<file path="src/rtl/i2c_cmd_pkg.sv">
package i2c_cmd_pkg;

   localparam int BYTE_W = 8;
   localparam int PH_W   = 5;

   typedef enum logic [2:0] {
      CMD_IDLE   = 3'd0,
      CMD_START  = 3'd1,
      CMD_RSTART = 3'd2,
      CMD_STOP   = 3'd3,
      CMD_RX     = 3'd4,
      CMD_ACK    = 3'd5,
      CMD_TX     = 3'd6
   } cmd_e;

   // released = 1, pulled low = 0
   typedef struct packed {
      logic scl;
      logic sda;
   } lines_t;

   localparam logic [1:0] REG_CTRL = 2'd0;
   localparam logic [1:0] REG_TXD  = 2'd1;
   localparam logic [1:0] REG_RXD  = 2'd2;
   localparam logic [1:0] REG_STAT = 2'd3;

   localparam int C_START  = 0;
   localparam int C_RSTART = 1;
   localparam int C_STOP   = 2;
   localparam int C_RX     = 3;
   localparam int C_ACK    = 4;
   localparam int C_ACKLVL = 5;

   localparam int S_BUSY = 0;
   localparam int S_NACK = 1;

   function automatic logic [PH_W-1:0] last_phase(cmd_e c);
      case (c)
         CMD_START:  return 5'd1;
         CMD_RSTART: return 5'd3;
         CMD_STOP:   return 5'd2;
         CMD_RX:     return 5'd16;
         CMD_ACK:    return 5'd2;
         CMD_TX:     return 5'd18;
         default:    return 5'd0;
      endcase
   endfunction

endpackage

</file>
<file path="src/rtl/i2c_cmd_sync.sv">
module i2c_cmd_sync #(
   parameter int STAGES = 2
) (
   input  logic clk,
   input  logic rst_n,
   input  logic d,
   output logic q
);
   generate
      if (STAGES == 0) begin : g_pass
         assign q = d;
      end else begin : g_flops
         logic [STAGES-1:0] r_q;
         always_ff @(posedge clk or negedge rst_n) begin
            if (!rst_n) begin
               r_q <= '1;
            end else begin
               r_q[0] <= d;
               for (int i = 1; i < STAGES; i++) begin
                  r_q[i] <= r_q[i-1];
               end
            end
         end
         assign q = r_q[STAGES-1];
      end
   endgenerate
endmodule

</file>
<file path="src/rtl/i2c_cmd_timer.sv">
module i2c_cmd_timer #(
   parameter int HALF_CLKS = 8
) (
   input  logic clk,
   input  logic rst_n,
   input  logic run,
   input  logic scl_want,
   input  logic scl_seen,
   output logic phase_end
);
   localparam int CW = $clog2(HALF_CLKS + 1);

   logic [CW-1:0] cnt_q;
   logic          hold;

   // a released SCL that still reads low means a slave is stretching
   assign hold      = scl_want && !scl_seen;
   assign phase_end = run && !hold && (cnt_q == CW'(HALF_CLKS - 1));

   always_ff @(posedge clk or negedge rst_n) begin
      if (!rst_n)                      cnt_q <= '0;
      else if (!run || hold || phase_end) cnt_q <= '0;
      else                             cnt_q <= cnt_q + 1'b1;
   end

   p_cnt_range_r10: assert property (@(posedge clk) disable iff (!rst_n)
      cnt_q < CW'(HALF_CLKS));

   p_hold_restart_r10: assert property (@(posedge clk) disable iff (!rst_n)
      (run && scl_want && !scl_seen) |=> (cnt_q == '0));

endmodule

</file>
<file path="src/rtl/i2c_cmd_pattern.sv">
module i2c_cmd_pattern
   import i2c_cmd_pkg::*;
(
   input  cmd_e              cmd,
   input  logic [PH_W-1:0]   ph,
   input  logic [BYTE_W-1:0] txd,
   input  logic              ack_lvl,
   output lines_t            want,
   output logic              samp_rx,
   output logic              samp_ack
);
   logic [2:0] bit_idx;

   assign bit_idx = 3'd7 - ph[3:1];

   always_comb begin
      want     = '{scl: 1'b1, sda: 1'b1};
      samp_rx  = 1'b0;
      samp_ack = 1'b0;
      case (cmd)
         CMD_START: begin
            want.scl = (ph == 5'd0);
            want.sda = 1'b0;
         end
         CMD_RSTART: begin
            want.scl = (ph == 5'd1) || (ph == 5'd2);
            want.sda = (ph < 5'd2);
         end
         CMD_STOP: begin
            want.scl = (ph != 5'd0);
            want.sda = (ph == 5'd2);
         end
         CMD_RX: begin
            want.sda = 1'b1;
            if (ph < 5'd16) begin
               want.scl = ph[0];
               samp_rx  = ph[0];
            end else begin
               want.scl = 1'b0;
            end
         end
         CMD_ACK: begin
            want.scl = (ph == 5'd1);
            want.sda = ack_lvl;
         end
         CMD_TX: begin
            if (ph < 5'd16) begin
               want.scl = ph[0];
               want.sda = txd[bit_idx];
            end else if (ph < 5'd18) begin
               want.scl = ph[0];
               want.sda = 1'b1;
               samp_ack = (ph == 5'd17);
            end else begin
               want.scl = 1'b0;
               want.sda = 1'b1;
            end
         end
         default: want = '{scl: 1'b1, sda: 1'b1};
      endcase
   end
endmodule

</file>
<file path="src/rtl/i2c_cmd_core.sv">
module i2c_cmd_core
   import i2c_cmd_pkg::*;
#(
   parameter int HALF_CLKS = 8
) (
   input  logic              clk,
   input  logic              rst_n,
   input  logic              wr_en,
   input  logic [1:0]        wr_addr,
   input  logic [BYTE_W-1:0] wr_data,
   input  logic [1:0]        rd_addr,
   output logic [BYTE_W-1:0] rd_data,
   input  logic              scl_s,
   input  logic              sda_s,
   output logic              scl_rel,
   output logic              sda_rel,
   output logic              busy
);
   cmd_e              cmd_q, req_cmd;
   logic [PH_W-1:0]   ph_q;
   logic [BYTE_W-1:0] txd_q, rx_sh_q, rxd_q;
   logic              ack_lvl_q, nack_q, rx_pend_q;
   logic              scl_rel_q, sda_rel_q;
   logic              ctrl_wr, tx_wr, phase_end, last_ph;
   logic              samp_rx, samp_ack;
   lines_t            want;
   logic [BYTE_W-1:0] ctrl_rd, stat_rd;

   assign busy    = (cmd_q != CMD_IDLE);
   assign ctrl_wr = wr_en && (wr_addr == REG_CTRL) && !busy;
   assign tx_wr   = wr_en && (wr_addr == REG_TXD)  && !busy;
   assign last_ph = (ph_q == last_phase(cmd_q));

   // lowest-numbered trigger wins; acknowledge only right after a receive
   always_comb begin
      req_cmd = CMD_IDLE;
      if (ctrl_wr) begin
         if      (wr_data[C_START])               req_cmd = CMD_START;
         else if (wr_data[C_RSTART])              req_cmd = CMD_RSTART;
         else if (wr_data[C_STOP])                req_cmd = CMD_STOP;
         else if (wr_data[C_RX])                  req_cmd = CMD_RX;
         else if (wr_data[C_ACK] && rx_pend_q)    req_cmd = CMD_ACK;
      end else if (tx_wr) begin
         req_cmd = CMD_TX;
      end
   end

   i2c_cmd_pattern u_pattern (
      .cmd      (cmd_q),
      .ph       (ph_q),
      .txd      (txd_q),
      .ack_lvl  (ack_lvl_q),
      .want     (want),
      .samp_rx  (samp_rx),
      .samp_ack (samp_ack)
   );

   i2c_cmd_timer #(.HALF_CLKS(HALF_CLKS)) u_timer (
      .clk       (clk),
      .rst_n     (rst_n),
      .run       (busy),
      .scl_want  (want.scl),
      .scl_seen  (scl_s),
      .phase_end (phase_end)
   );

   always_ff @(posedge clk or negedge rst_n) begin
      if (!rst_n) begin
         cmd_q     <= CMD_IDLE;
         ph_q      <= '0;
         txd_q     <= '0;
         rx_sh_q   <= '0;
         rxd_q     <= '0;
         ack_lvl_q <= 1'b0;
         nack_q    <= 1'b0;
         rx_pend_q <= 1'b0;
      end else begin
         if (ctrl_wr) ack_lvl_q <= wr_data[C_ACKLVL];
         if (tx_wr)   txd_q     <= wr_data;
         if (req_cmd != CMD_IDLE) begin
            cmd_q     <= req_cmd;
            ph_q      <= '0;
            rx_pend_q <= 1'b0;
         end else if (busy && phase_end) begin
            if (samp_rx)  rx_sh_q <= {rx_sh_q[BYTE_W-2:0], sda_s};
            if (samp_ack) nack_q  <= sda_s;
            if (last_ph) begin
               cmd_q <= CMD_IDLE;
               ph_q  <= '0;
               if (cmd_q == CMD_RX) begin
                  rxd_q     <= rx_sh_q;
                  rx_pend_q <= 1'b1;
               end
            end else begin
               ph_q <= ph_q + 1'b1;
            end
         end
      end
   end

   // SDA follows the pattern only while SCL is already low, or when the
   // phase deliberately keeps SCL high (Start/Stop edges); on an SCL fall
   // SDA therefore moves one clock later.
   always_ff @(posedge clk or negedge rst_n) begin
      if (!rst_n) begin
         scl_rel_q <= 1'b1;
         sda_rel_q <= 1'b1;
      end else if (busy) begin
         scl_rel_q <= want.scl;
         if (!scl_rel_q || want.scl) sda_rel_q <= want.sda;
      end
   end

   assign scl_rel = scl_rel_q;
   assign sda_rel = sda_rel_q;

   assign ctrl_rd = {2'b00, ack_lvl_q,
                     cmd_q == CMD_ACK, cmd_q == CMD_RX, cmd_q == CMD_STOP,
                     cmd_q == CMD_RSTART, cmd_q == CMD_START};
   assign stat_rd = {6'd0, nack_q, busy};

   always_comb begin
      case (rd_addr)
         REG_CTRL: rd_data = ctrl_rd;
         REG_TXD:  rd_data = txd_q;
         REG_RXD:  rd_data = rxd_q;
         default:  rd_data = stat_rd;
      endcase
   end

   p_busy_tx_ignored_r8: assert property (@(posedge clk) disable iff (!rst_n)
      (busy && wr_en && wr_addr == REG_TXD) |=> $stable(txd_q));

   p_cmd_sticks_r8: assert property (@(posedge clk) disable iff (!rst_n)
      (busy && !(phase_end && last_ph)) |=> (cmd_q == $past(cmd_q)));

   p_ack_gated_r6: assert property (@(posedge clk) disable iff (!rst_n)
      (!busy && !rx_pend_q) |=> (cmd_q != CMD_ACK));

   p_stretch_holds_r10: assert property (@(posedge clk) disable iff (!rst_n)
      (busy && want.scl && !scl_s) |=> $stable(ph_q));

   p_sda_hold_r11: assert property (@(posedge clk) disable iff (!rst_n)
      $fell(scl_rel_q) |-> $stable(sda_rel_q));

   p_stop_released_r4: assert property (@(posedge clk) disable iff (!rst_n)
      ($past(cmd_q) == CMD_STOP && cmd_q == CMD_IDLE) |-> (scl_rel_q && sda_rel_q));

   p_idle_lines_r9: assert property (@(posedge clk) disable iff (!rst_n)
      !busy |=> ($stable(scl_rel_q) || busy));

endmodule

</file>
<file path="src/rtl/i2c_cmd_master.sv">
module i2c_cmd_master
   import i2c_cmd_pkg::*;
#(
   parameter int HALF_CLKS   = 8,
   parameter int SYNC_STAGES = 2
) (
   input  logic       clk,
   input  logic       rst_n,
   input  logic       wr_en,
   input  logic [1:0] wr_addr,
   input  logic [7:0] wr_data,
   input  logic [1:0] rd_addr,
   output logic [7:0] rd_data,
   input  logic       scl_i,
   input  logic       sda_i,
   output logic       scl_oe,
   output logic       sda_oe,
   output logic       busy
);
   generate
      if (HALF_CLKS < 2) begin : g_bad_half
         $error("HALF_CLKS must be at least 2");
      end
      if (SYNC_STAGES < 0 || SYNC_STAGES > 4) begin : g_bad_sync
         $error("SYNC_STAGES must lie in 0..4");
      end
   endgenerate

   logic scl_s, sda_s, scl_rel, sda_rel;

   i2c_cmd_sync #(.STAGES(SYNC_STAGES)) u_scl_sync (
      .clk(clk), .rst_n(rst_n), .d(scl_i), .q(scl_s));

   i2c_cmd_sync #(.STAGES(SYNC_STAGES)) u_sda_sync (
      .clk(clk), .rst_n(rst_n), .d(sda_i), .q(sda_s));

   i2c_cmd_core #(.HALF_CLKS(HALF_CLKS)) u_core (
      .clk     (clk),
      .rst_n   (rst_n),
      .wr_en   (wr_en),
      .wr_addr (wr_addr),
      .wr_data (wr_data),
      .rd_addr (rd_addr),
      .rd_data (rd_data),
      .scl_s   (scl_s),
      .sda_s   (sda_s),
      .scl_rel (scl_rel),
      .sda_rel (sda_rel),
      .busy    (busy)
   );

   assign scl_oe = !scl_rel;
   assign sda_oe = !sda_rel;

endmodule

</file>
<file path="config.mk">
export PLATFORM = sky130hd
export DESIGN_NAME = i2c_cmd_master
export DESIGN_NICKNAME = d
export VERILOG_FILES = /design/src/rtl/i2c_cmd_pkg.sv /design/src/rtl/i2c_cmd_sync.sv /design/src/rtl/i2c_cmd_timer.sv /design/src/rtl/i2c_cmd_pattern.sv /design/src/rtl/i2c_cmd_core.sv /design/src/rtl/i2c_cmd_master.sv
export SDC_FILE = /design/constraint.sdc
export NUM_CORES = 1
export LEC_CHECK = 0
export BUFFER_PORTS_ARGS = -buffer_cell sky130_fd_sc_hd__buf_2
export CAP_MARGIN = 20
export CORE_MARGIN = 3
export CORE_UTILIZATION = 60
export DETAILED_ROUTE_END_ITERATION = 8
export PLACE_DENSITY = 0.82
export SETUP_SLACK_MARGIN = 0.15
export SLEW_MARGIN = 10
export SYNTH_ARGS = -nofsm -noshare
export SYNTH_HDL_FRONTEND = slang
export SYNTH_SLANG_ARGS = --single-unit
</file>
<file path="constraint.sdc">
create_clock -name clk -period 4.1 [get_ports clk]
set_input_delay 0.205 -clock clk [delete_from_list [all_inputs] [get_ports clk]]
set_output_delay 0.205 -clock clk [all_outputs]
set_load 0.05 [all_outputs]
</file>
==> Word-level counts from Yosys, hierarchy flattened <==
Cells that the tools add are included.
{ "totals": {"ff_bits": 45, "latch_bits": 0, "ram_bits": 0, "rom_bits": 0, "in_bits": 17, "output_inout_bits": 11, "mem_count": 0} }
{ "op_classes": {"add_sub_neg": 3, "multipliers": 0, "div_mod_pow": 0, "magnitude_cmp": 4, "n_eq_ne": 14, "n_shift": 0, "muxes": 30, "n_bitwise": 1, "n_reduce_logical": 34} }
{ "ops": {"columns": ["cell", "count"], "rows": [
  ["$mux W3", 10],
  ["$pmux W5 S5", 1],
  ["$pmux W8 S3", 1],
  ["$mux W5", 3],
  ["$pmux W2 S6", 1],
  ["$lt A5 B5 Y1 const B", 2],
  ["$mux W1", 10],
  ["$eq A3 B3 Y1 const B", 3],
  ["$logic_and A1 B1 Y1", 9],
  ["$reduce_and A3 Y1", 3],
  ["$eq A3 B2 Y1 const B", 2],
  ["$reduce_bool A2 Y1", 3],
  ["$reduce_bool A3 Y1", 2],
  ["$add A5 B1 Y5 const B", 1],
  ["$eq A5 B1 Y1 const B", 1],
  ["$eq A5 B2 Y1 const B", 1],
  ["$eq A5 B5 Y1", 1],
  ["$eq A5 B5 Y1 const B", 1],
  ["$logic_not A1 Y1", 5],
  ["$logic_not A5 Y1", 1],
  ["$lt A5 B2 Y1 const B", 1],
  ["$reduce_bool A5 Y1", 1],
  ["$add A4 B1 Y4 const B", 1],
  ["$eq A2 B1 Y1 const B", 2],
  ["14 further kinds", 20]
]} }

==> Longest topological paths before layout <==
Gate-level depths: netlist of the first run.
{ "logic_depth": {"depth_word": 12, "mapped_depth": 10} }

==> Hierarchy <==
Synthesis of the first run repeated with hierarchy kept, for this count alone.
{ "hier_totals": {"cells_unflattened": 226, "hier_area_um2": 2447.3} }
{ "by_module_without_submodules": {"columns": ["mod", "n_inst", "cells_each", "area_each_um2", "seq_area_each_um2"], "rows": [
  ["i2c_cmd_core", 1, 166, 1886.8, 928.4],
  ["i2c_cmd_pattern", 1, 36, 259.0, 0.0],
  ["i2c_cmd_timer", 1, 18, 188.9, 100.1],
  ["i2c_cmd_sync", 2, 2, 52.6, 52.6],
  ["i2c_cmd_master", 1, 2, 7.5, 0.0]
]} }

==> Worst setup path after synthesis of the first run <==
OpenSTA, ideal clock, no wires.
{ "synth_timing": {"kind": "register to register", "from": "reg u_core.ph_q[0]", "to": "reg u_core.rx_sh_q[0]", "setup_time_ps": 125, "arrival_ps": 2577, "required_ps": 3975, "slack_ps": 1398, "stages_incl_launch_ff": 11, "path_cell_list": "dfrtp_1 clkbuf_1 inv_1 ha_1 or4b_2 a21oi_1 o21ai_0 a21oi_2 buf_6 nor4_4 mux2_2"} }
{ "synth_between": {"elab_chain_cells": 10} }
{ "synth_lines": {"columns": ["item", "line_no", "rtl"], "rows": [
  ["start: declaration", "i2c_cmd_core.sv:20", "logic [PH_W-1:0] ph_q;"],
  ["start signal: assignment", "i2c_cmd_core.sv:95", "ph_q <= ph_q + 1'b1;"],
  ["$lt A5 B5 Y1", "i2c_cmd_pattern.sv:50", "end else if (ph < 5'd18) begin"],
  ["$mux W2", "i2c_cmd_pattern.sv:50", null],
  ["$mux W2", "i2c_cmd_pattern.sv:47", "if (ph < 5'd16) begin"],
  ["$pmux W2 S6", "i2c_cmd_pattern.sv:20", "case (cmd)"],
  ["$logic_and A1 B1 Y1", "i2c_cmd_timer.sv:17", "assign hold = scl_want && !scl_seen;"],
  ["$logic_not A1 Y1", "i2c_cmd_timer.sv:18", "assign phase_end = run && !hold && (cnt_q == CW'(HALF_CLKS - 1));"],
  ["$logic_and A1 B1 Y1 (2 in a row)", "i2c_cmd_timer.sv:18", null],
  ["$logic_and A1 B1 Y1", "i2c_cmd_core.sv:84", "end else if (busy && phase_end) begin"],
  ["$reduce_and A3 Y1 (no source line) (*)", null, null],
  ["end signal: assignment", "i2c_cmd_core.sv:85", "if (samp_rx) rx_sh_q <= {rx_sh_q[BYTE_W-2:0], sda_s};"],
  ["end: declaration", "i2c_cmd_core.sv:21", "logic [BYTE_W-1:0] txd_q, rx_sh_q, rxd_q;"]
]} }
Every way passes the cells marked *; elsewhere a longest branch is shown, timed or not.
A chain may end at the register's enable or synchronous reset.

==> Worst setup path after layout of the first run <==
{ "layout_timing": {"from": "reg u_core.ph_q[1]", "to": "reg u_core.rxd_q[5]"} }
{ "layout_between": {"elab_chain_cells": 10} }
{ "layout_lines": {"columns": ["item", "line_no", "rtl"], "rows": [
  ["$lt A5 B5 Y1", "i2c_cmd_pattern.sv:50", null],
  ["$mux W2", "i2c_cmd_pattern.sv:50", null],
  ["$mux W2", "i2c_cmd_pattern.sv:47", null],
  ["$pmux W2 S6", "i2c_cmd_pattern.sv:20", null],
  ["$logic_and A1 B1 Y1", "i2c_cmd_timer.sv:17", null],
  ["$logic_not A1 Y1", "i2c_cmd_timer.sv:18", null],
  ["$logic_and A1 B1 Y1 (2 in a row)", "i2c_cmd_timer.sv:18", null],
  ["$logic_and A1 B1 Y1", "i2c_cmd_core.sv:84", null],
  ["$reduce_and A4 Y1 (no source line) (*)", null, null],
  ["end signal: assignment", "i2c_cmd_core.sv:91", "rxd_q <= rx_sh_q;"],
  ["end: declaration", "i2c_cmd_core.sv:21", null]
]} }
Marked as above.

==> results.cfg, run 1 <==
[run_status]
status = complete, no violations

[cts]
clock_latency_ns = 0.30
clk_path_buf_depth = 2
clk_pin_slew_worst_paths_ns = 0.09
cts_sinks = 45
cts_resized = 0
ctsHoldBuffers = 2
h-tree-depth = 2
cts_root_buf = clkbuf_8
cts_buffers = 5
postCtsSetupBuffers = 0
cts_tree = built

[yosys]
ys_seq_area_frac = 0.459
netlist_area_um2 = 2470
yosys_most_used_dff = dfrtp_1
async_reset_ff_frac = 1.00
yosys.area.top_type = dfrtp_1
synth_top_area_share = 0.395
syn_nets = 245
ys_seq_elements = 45
synth-edff-count = 0
synth.area.top_cells = dfrtp_1, mux2_2, dfstp_2
avgSynthCellArea_um2 = 11.1
synth_cells = 223
yosysWarnings = 0
synth.distinct_cells = 48

[final_layout]
nFillCells = 275
syn2layout_area_growth_pct = 11.2
diodes = 0
final_cell_mix = dfrtp_1, buf_2, mux2_2, nor2_1, nand2_1
layout_commonest_cell = dfrtp_1
seqCellArea_um2 = 1130
stdcell_count = 297
final_util = 0.718
layout.nets = 270
multi_input_area_um2 = 1230
design_area_um2 = 2750
drive_gt1_frac = 0.341

[worst_setup_path]
r2r_end = u_core.rxd_q[5]
cp.required_ns = 4.29
cp_num_cells = 8
rrSetupSlack_ns = 1.05
crit_chain = inv_1, ha_1, or4b_2, a21oi_1, o21ai_0, a21oi_2, nor4_4, mux2_2
cpPeakStageDelay_ns = 0.65
critPathBufInv = 1
cp_slowest_cell = dfrtp_1
start_kind = flop
cp_top_family = simple AND/OR/NAND/NOR gates
r2r_start = u_core.ph_q[1]
critPathLaunch = u_core.ph_q[1]
crit_type = reg -> reg
arrival_ns = 3.25
endpoint_kind = flop
cp_max_fo = 13
reg2reg_depth = 8
critPathCapture = u_core.rxd_q[5]

[global_route]
grt_use_total = 0.230
antenna_found_initial = 0
grt_pass1_vias = 1765
grt_max_degree = 46
grt_overflow = 0
grt_pass1_wl_um = 8780

[floorplanning]
rows = 22
die_y_um = 70.2
core-area_um2 = 3830
start_util = 0.646
fp.dieW_um = 70.2
ios = 28
die_area_um2 = 4920

[routing]
drt_wl_total_um = 5200
drt_pre_antenna_iters = 4
viasPerCell = 6.04
route.detailed.drc = 0
antenna_left = 0
vias = 1795
drt_iter0_drc = 122
post_drt_wl_per_cell_um = 17.5

[timing]
fin_crit_sh = 0.745
tightest_slew_ns = 0.953
max-slew-margin-rel = 0.365
fmax_ghz = 0.327
rsz0062_at_grt = no
hold_viol_final = 0
finalMaxSlewViolations = 0
fin_tns_setup_ns = 0
setup_violations = 0
finalCriticalPeriod_ns = 3.05
holdWs_ns = 0.0410
fin_skew_ns = 0.00844

[pwr]
swShare = 0.407
p_switching_w = 0.000703
irDropWorstVdd_uv = 377
clkPwrFrac = 0.208
seqPwrFrac = 0.409
leakagePower_nw = 1.24
intPower_w = 0.00102
power_frac_comb = 0.383
power_density_nw_per_um2 = 628

[placed_design]
dpl_cell_area_um2 = 2600
gp_congestion = 0.957
dp_cells = 287
dp_hpwl_um = 3750
io_buffers = 27

[flow_run]
max_cap_viol_count = 0

[min_path]
hold_path.class = in -> async
[synth_stat cells, drive strengths merged, types with 4 or more instances]
cell / n
dfrtp: 39
mux2: 25
nor2: 17
nand2: 16
a21oi: 12
o21ai: 12
inv: 10
buf: 8
nor3: 8
dfstp: 6
ha: 5
nor4: 5
clkbuf: 4
nand3: 4
nor3b: 4
o2bb2ai: 4
[worst min path at each step]
stage | from | to
after floorplan | rst_n | u_core.ack_lvl_q
after global placement | sda_i | u_sda_sync.g_flops.r_q[0]
after detailed placement | scl_i | u_scl_sync.g_flops.r_q[0]
after CTS | rst_n | u_core.u_timer.cnt_q[0]
after global routing | rst_n | u_core.u_timer.cnt_q[0]
final | rst_n | u_core.u_timer.cnt_q[0]
[power by group through the flow]
stage	clock [W]	sequential [W]	combinational, W
after floorplan	0	0.000614	0.000612
after global placement	0	0.000707	0.000652
after detailed placement	0	0.000709	0.000658
after CTS	0.000369	0.000703	0.000664
after global routing	0.000387	0.000725	0.000721
final	0.000358	0.000706	0.000660
[cells by family (layout without fill, tap and decap cells)]
kind of cell / Yosys count / in the layout / share of synthesized area
AO/OA/AOI/OAI: 50 / 50 / 0.149
buffers and inverters: 22 / 48 / 0.0435
adder cells (fa/ha/maj): 5 / 5 / 0.0253
XOR/XNOR: 2 / 2 / 0.00709
AND/OR/NAND/NOR: 68 / 68 / 0.163
flip-flops: 45 / 45 / 0.459
multiplexers: 31 / 31 / 0.153
[worst register-to-register path: cells and delay by family, from the launching register on]
family | cells | cell delay [ns]
muxes | 1 | 0.40
adders and majority gates | 1 | 0.23
and+or+nand+nor | 2 | 0.80
buffers and inverters | 1 | 0.18
AOI/OAI and AO/OA | 3 | 0.69
DFF | 1 | 0.65
[final cells by class]
cell class | count | area share
Clock inverter | 2 | 0.0150
Multi-Input combinational cell | 156 | 0.448
Tap cell | 48 | 0.0219
Clock buffer | 6 | 0.0301
Timing Repair Buffer | 30 | 0.0592
Sequential cell | 45 | 0.413
Inverter | 10 | 0.0137
[metal layers]
metal,routed length (um),GRT usage,vias up
met4,65,0.0702,0
met1,2280,0.309,876
met2,2580,0.373,47
met3,269,0.0518,6
met5,0,0,-
li1,-,-,866
[through the flow]
step	power [W]	setup WS, ns
6_report	0.00172	1.05
5_1_grt	0.00183	0.707
4_1_cts	0.00174	1.02
3_5_place_dp	0.00137	1.03
3_3_place_gp	0.00136	1.16
2_1_floorplan	0.00123	1.40
[flip-flops by register name, summed over array words and instances (netlist names)]
name / count
u_core.ack_lvl_q: 1
u_core.scl_rel: 1
u_core.txd_q: 8
u_core.sda_rel: 1
u_core.u_timer.cnt_q: 4
u_core.nack_q: 1
u_core.ph_q: 5
u_core.rx_sh_q: 8
u_sda_sync.g_flops.r_q: 2
u_core.cmd_q: 3
u_core.rxd_q: 8
u_scl_sync.g_flops.r_q: 2
u_core.rx_pend_q: 1
Note: power is estimated with default switching activity, not from simulation.
==> run 2: changes to the inputs <==
--- a/config.mk
+++ b/config.mk
@@ -8,9 +8,9 @@
 export BUFFER_PORTS_ARGS = -buffer_cell sky130_fd_sc_hd__buf_2
 export CAP_MARGIN = 20
 export CORE_MARGIN = 3
-export CORE_UTILIZATION = 60
+export CORE_UTILIZATION = 58
 export DETAILED_ROUTE_END_ITERATION = 8
-export PLACE_DENSITY = 0.82
+export PLACE_DENSITY = 0.79
 export SETUP_SLACK_MARGIN = 0.15
 export SLEW_MARGIN = 10
 export SYNTH_ARGS = -nofsm -noshare
==> constraint.sdc (replaced) <==
create_clock -name clk -period 3 [get_ports clk]
set_input_delay 0.15 -clock clk [delete_from_list [all_inputs] [get_ports clk]]
set_output_delay 0.15 -clock clk [all_outputs]
set_load 0.05 [all_outputs]
==> results.cfg, run 2 (synthesis results as in run 1) <==
[cts]
clock_latency_ns = 0.30
clk_path_buf_depth = 2
cts_sinks = 45
cts_buffers = 5
cts_resized = 0
clk_pin_slew_worst_paths_ns = 0.09
h-tree-depth = 2
cts_root_buf = clkbuf_8
cts_tree = built

[placed_design]
dp_slack_ns = 0.291
gp_congestion = 0.917
dpl_cell_area_um2 = 2640
io_buffers = 27
dp_hpwl_um = 3700

[final_layout]
diodes = 0
multi_input_area_um2 = 1240
seqCellArea_um2 = 1130
final_util = 0.686
syn2layout_area_growth_pct = 12.7
drive_gt1_frac = 0.354
layout_commonest_cell = dfrtp_1
nFillCells = 316
final_cell_mix = dfrtp_1, buf_2, mux2_2, nor2_1, nand2_1
layout.nets = 275
top_regs = u_core.rx_sh_q x8, u_core.rxd_q x8, u_core.txd_q x8
design_area_um2 = 2780

[worst_setup_path]
arrival_ns = 2.86
start_kind = flop
crit_type = reg -> reg
cp.required_ns = 3.19
reg2reg_depth = 5
cp_max_fo = 14
endpoint_kind = flop
rrSetupSlack_ns = 0.33

[routing]
drt_wl_total_um = 5270
route.detailed.drc = 0
antenna_left = 0
vias = 1872
viasPerCell = 6.16
post_drt_wl_per_cell_um = 17.3
drt_iter0_drc = 106
drt_pre_antenna_iters = 4

[timing]
max-slew-margin-rel = 0.343
fin_crit_sh = 0.889
finalCriticalPeriod_ns = 2.67
finalMaxSlewViolations = 0
hold_viol_final = 0
fin_tns_setup_ns = 0
fin_skew_ns = 0.00507
tightest_slew_ns = 0.985
setup_ws_ns = 0.333
setup_violations = 0
rsz0062_at_grt = no
fmax_ghz = 0.375

[global_route]
grt_pass1_wl_um = 8700
grt_use_total = 0.221
grt_overflow = 0
grt_max_degree = 46
grt_pass1_vias = 1830
antenna_found_initial = 0

[pwr]
power_density_nw_per_um2 = 859
irDropWorstVdd_uv = 429
seqPwrFrac = 0.383
clkPwrFrac = 0.193
leakagePower_nw = 1.25
intPower_w = 0.00140
p_switching_w = 0.000989
swShare = 0.414
power_frac_comb = 0.424

[floorplanning]
die_area_um2 = 5080
start_util = 0.609
die_y_um = 71.3
core-area_um2 = 4060
rows = 23
ios = 28
fp.dieW_um = 71.3

[run_status]
status = complete, no violations

[min_path]
hold_path.class = in -> async

[flow_run]
max_cap_viol_count = 0
-- run 2: metal layers --
layer  global-route usage  routed length, um
met1                0.283               2270
met2                0.365               2640
met3               0.0575                304
met4               0.0752                 61
met5                    0                  0
-- run 2: repair_timing --
| action | in CTS | in global routing |
|---|---|---|
| hold buffers | 2 | 0 |
| endpoints found under the setup margin | 0 | 16 |
| endpoints found under the hold margin | 2 | 0 |
| setup buffers | 0 | 0 |
-- run 2: cell type report --
type / count / share of cell area
inverters: 10 / 0.0135
flip-flops and latches: 45 / 0.407
clock buffers: 5 / 0.0247
clock inverters: 3 / 0.0166
repair buffers: 34 / 0.0692
well taps: 50 / 0.0225
multi-input cells: 157 / 0.446
-- run 2: power groups by stage --
stage	sequential [W]	combinational (W)	clock, W
after floorplan	0.000839	0.000837	0
after global placement	0.000923	0.000969	0
after detailed placement	0.000927	0.000993	0
after CTS	0.000915	0.00100	0.000469
after global routing	0.000938	0.00110	0.000494
final	0.000917	0.00101	0.000461
-- run 2: path summary, 6_finish.rpt --
| kind | start | end |
|---|---|---|
| max reg2reg | u_core.cmd_q[2] | u_core.rxd_q[1] |
| min in group clk | wr_data[6] | u_core.txd_q[6] |
| max | u_core.cmd_q[2] | u_core.rxd_q[1] |
| max in group asynchronous | rst_n | u_core.rxd_q[0] |
| min reg2reg | u_scl_sync.g_flops.r_q[0] | u_scl_sync.g_flops.r_q[1] |
| min | rst_n | u_core.u_timer.cnt_q[0] |
-- run 2: stage by stage --
stage / hold slack, ns / instances / total power, W
6_report: 0.00368 / 304 / 0.00239
5_1_grt: 0.0737 / 304 / 0.00253
4_1_cts: 0.0332 / 303 / 0.00238
3_5_place_dp: 0.256 / 293 / 0.00192
3_3_place_gp: 0.256 / 293 / 0.00189
2_1_floorplan: -0.146 / 223 / 0.00168
-- run 2: worst max-delay path, cell delays in order, from the launching register on --
cell	delay (ns)
dfrtp_1	0.69
inv_1	0.26
a221oi_1	0.34
o211ai_1	0.37
nor4_2	0.50
mux2_2	0.39
==> run 3: changes to the inputs <==
--- a/config.mk
+++ b/config.mk
@@ -11,6 +11,7 @@
 export CORE_UTILIZATION = 58
 export DETAILED_ROUTE_END_ITERATION = 8
 export PLACE_DENSITY = 0.79
+export REMOVE_ABC_BUFFERS = 1
 export SETUP_SLACK_MARGIN = 0.15
 export SLEW_MARGIN = 10
 export SYNTH_ARGS = -nofsm -noshare
==> results.cfg, run 3 (synthesis results as in run 1) <==
[final_layout]
nFillCells = 311
layout_commonest_cell = dfrtp_1
design_area_um2 = 2780
syn2layout_area_growth_pct = 12.3
top_regs = u_core.rx_sh_q x8, u_core.rxd_q x8, u_core.txd_q x8
stdcell_count = 306
drive_gt1_frac = 0.359
diodes = 0
layout.nets = 277
final_util = 0.684
final_cell_mix = dfrtp_1, buf_2, mux2_2, nor2_1, nand2_1

[worst_setup_path]
cp_top_family = simple AND/OR/NAND/NOR gates
cp.required_ns = 3.19
r2r_end = u_core.rxd_q[6]
crit_chain = nor4_4, a21oi_1, a211oi_2, a21oi_2, buf_4, nor4_2, mux2_2
start_kind = flop
endpoint_kind = flop
reg2reg_depth = 7
cp_max_fo = 12
cpPeakStageDelay_ns = 0.56
r2r_start = u_core.ph_q[4]
crit_type = reg -> reg
arrival_ns = 2.84
rrSetupSlack_ns = 0.35
cp_slowest_cell = dfrtp_1
critPathBufInv = 1

[routing]
post_drt_wl_per_cell_um = 16.8
drt_iter0_drc = 158
drt_pre_antenna_iters = 4
vias = 1851
route.detailed.drc = 0
antenna_left = 0
viasPerCell = 6.05
drt_wl_total_um = 5150

[run_status]
status = complete, no violations

[min_path]
hold_path.class = in -> async

[placed_design]
dp_hpwl_um = 3670
gp_congestion = 0.890
dpl_cell_area_um2 = 2650
io_buffers = 27
dp_cells = 295
dp_slack_ns = 0.283

[timing]
fin_tns_setup_ns = 0
setup_violations = 0
fmax_ghz = 0.377
rsz0062_at_grt = no
fin_crit_sh = 0.884
finalCriticalPeriod_ns = 2.65
setup_ws_ns = 0.348
max-slew-margin-rel = 0.355
finalMaxSlewViolations = 0
fin_skew_ns = 0.00649
tightest_slew_ns = 0.968
hold_viol_final = 0

[pwr]
leakagePower_nw = 1.24
power_density_nw_per_um2 = 835
irDropWorstVdd_uv = 467

[global_route]
grt_use_total = 0.216
grt_max_degree = 46
grt_overflow = 0
grt_pass1_wl_um = 8680
antenna_found_initial = 0
grt_pass1_vias = 1814

[floorplanning]
rows = 23
start_util = 0.609
fp.dieW_um = 71.3
die_area_um2 = 5080
core-area_um2 = 4060
die_y_um = 71.3
ios = 28

[cts]
cts_tree = built
clock_latency_ns = 0.30
cts_resized = 0
clk_pin_slew_worst_paths_ns = 0.09
cts_root_buf = clkbuf_8
clk_path_buf_depth = 2
cts_sinks = 45
postCtsSetupBuffers = 0
cts_buffers = 5
h-tree-depth = 2

[flow_run]
max_cap_viol_count = 0
run 3: cell count changes in the layout (fill, tap and decap cells not counted), sizes merged:
cell and change:
clkinv -1, bufinv -1, buf +2, clkinvlp +2
run 3: how the worst max path moves through the flow:
stage	depth (start not counted)	slack, ns	end	startpoint
final	7	0.35	u_core.rxd_q[6]	u_core.ph_q[4]
after global routing	7	0.23	u_core.rx_sh_q[0]	u_core.ph_q[4]
after CTS	7	0.27	u_core.rxd_q[0]	u_core.ph_q[4]
after detailed placement	9	0.28	u_core.rxd_q[0]	u_core.ph_q[0]
after global placement	7	0.36	u_core.rxd_q[7]	u_core.ph_q[4]
after floorplan	8	0.35	u_core.rxd_q[0]	u_core.ph_q[1]
run 3: area by class of cell:
class / instances / area, um^2 / area share
inverters: 10 / 37.5 / 0.0135
flip-flops and latches: 45 / 1130 / 0.408
clock inverters: 3 / 22.5 / 0.00812
repair buffers: 36 / 208 / 0.0748
well taps: 50 / 62.6 / 0.0225
multi-input cells: 157 / 1240 / 0.448
clock buffers: 5 / 68.8 / 0.0248
run 3: layer usage:
metal / share of wire / vias up / global-route usage
li1: - / 887 / -
met1: 0.45 / 895 / 0.285
met2: 0.49 / 56 / 0.362
met3: 0.049 / 13 / 0.0393
met4: 0.017 / 0 / 0.0710
met5: 0 / - / 0
run 3: repair_timing:
action                                  4_1_cts  5_1_grt
endpoints found under the hold margin         2        0
hold buffers                                  2        0
endpoints found under the setup margin        0       10
run 3: per-stage QoR:
stage	hold slack [ns]	total power, W
finish	0.00278	0.00232
global route	0.0689	0.00247
CTS	0.0370	0.00231
detailed placement	0.257	0.00194
global placement	0.255	0.00191
floorplan	-0.146	0.00163
run 3: power breakdown:
group | total [W] | switching (W) | internal (W) | leakage, nW
Clock | 0.000368 | 0.000205 | 0.000163 | 0.0364
Sequential | 0.000919 | 0.000166 | 0.000754 | 0.580
Combinational | 0.00103 | 0.000618 | 0.000412 | 0.622
run 3: worst register-to-register path, stage by stage (launching register included):
cell and delay, ns:
dfrtp_1 0.56, nor4_4 0.40, a21oi_1 0.12, a211oi_2 0.26, a21oi_2 0.09, buf_4 0.20, nor4_2 0.51, mux2_2 0.39
